<file path="config.mk">
export PLATFORM = sky130hd
export DESIGN_NAME = ctlword_rx
export DESIGN_NICKNAME = d
export VERILOG_FILES = /design/src/rtl/ctlword_pkg.sv /design/src/rtl/ctlword_sync.sv /design/src/rtl/ctlword_shift.sv /design/src/rtl/ctlword_decode.sv /design/src/rtl/ctlword_rx.sv
export SDC_FILE = /design/constraint.sdc
export NUM_CORES = 1
export LEC_CHECK = 0
export ABC_AREA = 1
export CAP_MARGIN = 10
export CORE_AREA = 4 4 82 84
export DETAILED_ROUTE_END_ITERATION = 12
export DIE_AREA = 0 0 86 88
export PLACE_DENSITY = 0.63
export SLEW_MARGIN = 10
export SYNTH_ARGS = -nofsm -noshare
export SYNTH_HDL_FRONTEND = slang
export SYNTH_SLANG_ARGS = --single-unit
</file>
<file path="constraint.sdc">
create_clock -name clk -period 2.63 [get_ports clk]
set_input_delay 0.526 -clock clk [delete_from_list [all_inputs] [get_ports clk]]
set_output_delay 0.526 -clock clk [all_outputs]
set_load 0.02 [all_outputs]
</file>
<file path="src/rtl/ctlword_pkg.sv">
package ctlword_pkg;
  parameter int WORD_W   = 18;
  parameter int RATIO_W  = 14;
  parameter int BAND_W   = 2;
  parameter int N_BANDS  = 1 << BAND_W;
  parameter int SYNC_LEN = 2;
  parameter int CNT_W    = $clog2(WORD_W + 2);

  localparam int CP_POS   = RATIO_W;
  localparam int NORM_POS = RATIO_W + 1;
  localparam int BAND_LO  = RATIO_W + 2;

  typedef struct packed {
    logic [BAND_W-1:0]  band;
    logic               norm;
    logic               cp;
    logic [RATIO_W-1:0] ratio;
  } ctl_fields_t;
endpackage

</file>
<file path="src/rtl/ctlword_sync.sv">
module ctlword_sync #(
  parameter int W      = 3,
  parameter int STAGES = 2
) (
  input  logic         clk,
  input  logic         rst_n,
  input  logic [W-1:0] d,
  output logic [W-1:0] q
);
  logic [W-1:0] stage_q [STAGES];

  genvar s;
  generate
    for (s = 0; s < STAGES; s++) begin : g_stage
      always_ff @(posedge clk or negedge rst_n) begin
        if (!rst_n) stage_q[s] <= '0;
        else if (s == 0) stage_q[s] <= d;
        else stage_q[s] <= stage_q[(s > 0) ? s - 1 : 0];
      end
    end
  endgenerate

  assign q = stage_q[STAGES-1];
endmodule

</file>
<file path="src/rtl/ctlword_shift.sv">
module ctlword_shift
  import ctlword_pkg::*;
(
  input  logic              clk,
  input  logic              rst_n,
  input  logic              sclk_s,
  input  logic              sen_s,
  input  logic              sdat_s,
  output logic [WORD_W-1:0] shift_q,
  output logic              en_fall,
  output logic              commit,
  output logic              len_bad
);
  localparam logic [CNT_W-1:0] CNT_FULL = CNT_W'(WORD_W);
  localparam logic [CNT_W-1:0] CNT_SAT  = '1;

  logic              clk_prev, en_prev;
  logic [CNT_W-1:0]  cnt_q, cnt_d;
  logic [WORD_W-1:0] sr_d;
  logic              clk_fall, take_bit;

  assign clk_fall = clk_prev & ~sclk_s;
  assign en_fall  = en_prev & ~sen_s;
  assign take_bit = clk_fall & sen_s;
  assign commit   = en_fall & (cnt_q == CNT_FULL);
  assign len_bad  = en_fall & (cnt_q != CNT_FULL);

  always_comb begin
    sr_d  = shift_q;
    cnt_d = cnt_q;
    if (!sen_s) begin
      cnt_d = '0;
    end else if (take_bit) begin
      sr_d = {~sdat_s, shift_q[WORD_W-1:1]};
      if (cnt_q != CNT_SAT) cnt_d = cnt_q + 1'b1;
    end
  end

  always_ff @(posedge clk or negedge rst_n) begin
    if (!rst_n) begin
      clk_prev <= 1'b0;
      en_prev  <= 1'b0;
      cnt_q    <= '0;
      shift_q  <= '0;
    end else begin
      clk_prev <= sclk_s;
      en_prev  <= sen_s;
      cnt_q    <= cnt_d;
      if (take_bit) shift_q <= sr_d;
    end
  end
endmodule

</file>
<file path="src/rtl/ctlword_decode.sv">
module ctlword_decode
  import ctlword_pkg::*;
(
  input  logic [WORD_W-1:0]  word,
  output logic [RATIO_W-1:0] ratio,
  output logic               cp_high,
  output logic               norm_out,
  output logic [N_BANDS-1:0] band_oh
);
  ctl_fields_t f;
  assign f        = ctl_fields_t'(word);
  assign ratio    = f.ratio;
  assign cp_high  = f.cp;
  assign norm_out = f.norm;

  genvar b;
  generate
    for (b = 0; b < N_BANDS; b++) begin : g_band
      assign band_oh[b] = (f.band == BAND_W'(b));
    end
  endgenerate
endmodule

</file>
<file path="src/rtl/ctlword_rx.sv">
module ctlword_rx
  import ctlword_pkg::*;
(
  input  logic               clk,
  input  logic               rst_n,
  input  logic               ser_clk,
  input  logic               ser_en,
  input  logic               ser_dat,
  output logic [RATIO_W-1:0] ratio,
  output logic               cp_high,
  output logic               norm_out,
  output logic [N_BANDS-1:0] band_oh,
  output logic               word_err
);
  logic [2:0]        sync_q;
  logic [WORD_W-1:0] shift_q, hold_q, hold_d;
  logic              en_fall, commit, len_bad, err_d;

  ctlword_sync #(.W(3), .STAGES(SYNC_LEN)) u_sync (
    .clk(clk), .rst_n(rst_n),
    .d({ser_dat, ser_en, ser_clk}), .q(sync_q)
  );

  ctlword_shift u_shift (
    .clk(clk), .rst_n(rst_n),
    .sclk_s(sync_q[0]), .sen_s(sync_q[1]), .sdat_s(sync_q[2]),
    .shift_q(shift_q), .en_fall(en_fall), .commit(commit), .len_bad(len_bad)
  );

  always_comb begin
    hold_d = hold_q;
    if (commit) hold_d = shift_q;
    err_d = len_bad;
  end

  always_ff @(posedge clk or negedge rst_n) begin
    if (!rst_n) begin
      hold_q   <= '0;
      word_err <= 1'b0;
    end else begin
      hold_q   <= hold_d;
      word_err <= err_d;
    end
  end

  ctlword_decode u_dec (
    .word(hold_q), .ratio(ratio), .cp_high(cp_high),
    .norm_out(norm_out), .band_oh(band_oh)
  );
endmodule

</file>
==> flow_summary.toml <==
[status]
status = "finished clean"

[power_and_ir_drop]
p_int_mw = 1.10
p_leak_nw = 1.08
powerDensity_mw_per_mm2 = 585
power_frac_clock_pct = 34.9
peakVddDrop_uv = 229
pwr-share-seq_pct = 58.4
p_sw_mw = 0.317
swShare_pct = 22.3
p_total_mw = 1.42
pwr-share-comb_pct = 6.7

[sta]
rsz0062_at_grt = "false"
fin_tns_setup_ns = 0
fin_crit_sh_pct = 75.7
holdWs_ns = 0.218
hold_viol = 0
tightest_slew_ns = 0.559
setup_viol = 0
fin_ws_ns = 0.640
max-slew-margin-rel_pct = 62.7
clock_skew_ns = 0.00718
clock.fmax_ghz = 0.502
min_period_ns = 1.99
drv_slew = 0

[clock_tree]
post-cts-setup-buffers = 0
cts_sinks = 50
cts_tree = "done"
cts-root-buf = "clkbuf_8"
h-tree-depth = 2
ctsResizeCount = 0
cts_hold_buf = 0
cts.clk_slew.worst_paths_ns = 0.08
cts-buffers-inserted = 5
clockBufferDepth = 2
clk_latency_ns = 0.29

[routing]
ant_nets = 0
post_drt_wl_per_cell_microns = 10.5
viasPerCell = 4.34
drt-initial-drc-count = 55
firstDrtPassIters = 4
vias = 1288
wl_microns = 3110
drc_errors = 0

[critical_path]
crit_end = "band_oh[1]"
cp-end-kind = "primary output"
cp_slowest_stage_delay_ns = 0.60
cp_slowest_cell = "clkdlybuf4s50_1"
cp.required_ns = 2.10
crit_arrival_ns = 1.46
worst-r2r-setup-slack_ns = 1.01
r2r_end = "hold_q[10]$_DFFE_PN0P_"
cp_cell_sequence = "inv_1, nor2_1, clkdlybuf4s50_1"
crit_type = "reg -> out"
worstReg2RegStart = "u_shift.cnt_q[0]$_DFFE_PN0P_"
cp_top_family = "buffers and inverters"
startpoint = "hold_q[16]$_DFFE_PN0P_"
r2r_cells = 7
path_max_fanout = 5
start_kind = "flip-flop"
crit_buf_inv = 2
crit_cells = 3

[finish]
diodes = 0
drive_above_1_share_pct = 15.8
fin_nets = 229
layout_common_cells = "50 x dfrtp_1, 45 x nand2_1, 28 x inv_1, 24 x clkdlybuf4s50_1, 21 x o21ai_0"
final_common_cell = "dfrtp_1"
area_growth_pct = 14.1

[placed_design]
dp_hpwl_microns = 2160
dp_slack_ns = 0.949
gp_congestion = 0.691
port_buffers = 25

[min_path]
hp-class = "in -> async"

[floorplan]
start_util_pct = 35.9
rows = 28
dieArea_sq_mm = 0.00757
io_pins = 26
core_area_sq_mm = 0.00592
chipWidth_microns = 86
dieHeight_microns = 88

[global_routing]
antenna_found_initial = 0
grt_max_degree = 37
grt_pass1_wl_microns = 5560
grt.overflow.total = 0
grt_pass1_vias = 1257
grt_usage_pct = 9.40

[synth]
mappedNetlistArea_sq_mm = 0.00213
yosys.cell_types.count = 19
avgSynthCellArea_sq_um = 10.2
ys_seq_elements = 50
ys_seq_area_share_pct = 58.8
syn-num-nets = 216
ys.warnings.count = 0
syn_inst = 208

[run]
cap_violations = 0
-- area by class of cell --
class	instances	area [sq um]
clock buffers	8	110
fillers	598	3490
inverters	28	105
multi-input cells	109	607
flip-flops and latches	50	1250
well taps	75	93.8
repair buffers	27	260
-- synth_stat cells --
cell | n | area [sq um]
nand3_1 | 2 | 10.0
buf_2 | 2 | 10.0
o21ai_0 | 21 | 105
clkbuf_1 | 1 | 3.75
nand3_4 | 2 | 35.0
ha_1 | 3 | 37.5
buf_6 | 4 | 45.0
a21oi_1 | 2 | 10.0
o21ai_2 | 18 | 158
nor2_2 | 1 | 6.26
nand2_2 | 2 | 12.5
inv_1 | 28 | 105
nand2_1 | 45 | 169
a21boi_0 | 1 | 7.51
nor2_4 | 1 | 11.3
dfrtp_1 | 50 | 1250
nor2_1 | 10 | 37.5
nand3b_1 | 1 | 7.51
buf_4 | 14 | 105
-- through the flow --
step                cells  utilization [%]  instance area, sq um
detailed placement    289             39.1                  2320
global route          297             41.0                  2430
finish                297             41.0                  2430
global placement      289             39.1                  2320
floorplan             208                -                  2130
CTS                   297             41.0                  2430
-- worst min-delay path by stage --
stage | startpoint | end | slack (ns) | depth (start not counted)
global route | rst_n | u_sync.q[0]$_DFF_PN0_ | 0.25 | 1
floorplan | rst_n | hold_q[0]$_DFFE_PN0P_ | 0.23 | 0
CTS | rst_n | u_shift.shift_q[14]$_DFFE_PN0P_ | 0.23 | 1
finish | rst_n | u_shift.shift_q[14]$_DFFE_PN0P_ | 0.22 | 1
global placement | u_sync.stage_q[4]$_DFF_PN0_ | u_sync.q[1]$_DFF_PN0_ | 0.33 | 0
detailed placement | u_sync.stage_q[5]$_DFF_PN0_ | u_sync.q[2]$_DFF_PN0_ | 0.33 | 0
-- cell families (layout without fill, tap and decap cells) --
| family | Yosys count | in the layout | synth area share [%] |
|---|---|---|---|
| DFF | 50 | 50 | 58.8 |
| and+or+nand+nor | 64 | 64 | 13.6 |
| adders and majority gates | 3 | 3 | 1.76 |
| buffers and inverters | 49 | 63 | 12.6 |
| AOI/OAI and AO/OA | 42 | 42 | 13.2 |
-- power groups by stage --
stage          clock (mW)  sequential, mW  combinational (mW)
2_1_floorplan           0           0.840              0.0624
3_3_place_gp            0           0.843              0.0947
3_5_place_dp            0           0.845              0.0965
4_1_cts             0.514           0.829              0.0979
5_1_grt             0.541           0.835               0.114
6_report            0.496           0.829              0.0944
-- registers in the layout (all words and copies together) (netlist names) --
register	flops
hold_q	18
u_shift.en_prev	1
u_sync.q	3
word_err	1
u_shift.shift_q	18
u_shift.clk_prev	1
u_sync.stage_q	3
u_shift.cnt_q	5
-- per-layer routing --
layer  track usage [%]  vias to the layer above  part of all wire (%)
li1                  -                      655                     -
met1              11.3                      606                    48
met2              15.5                       22                    46
met3              1.98                        5                   3.8
met4              5.61                        0                   2.2
met5                 0                        -                     0
(Power assumes the default switching activity.)
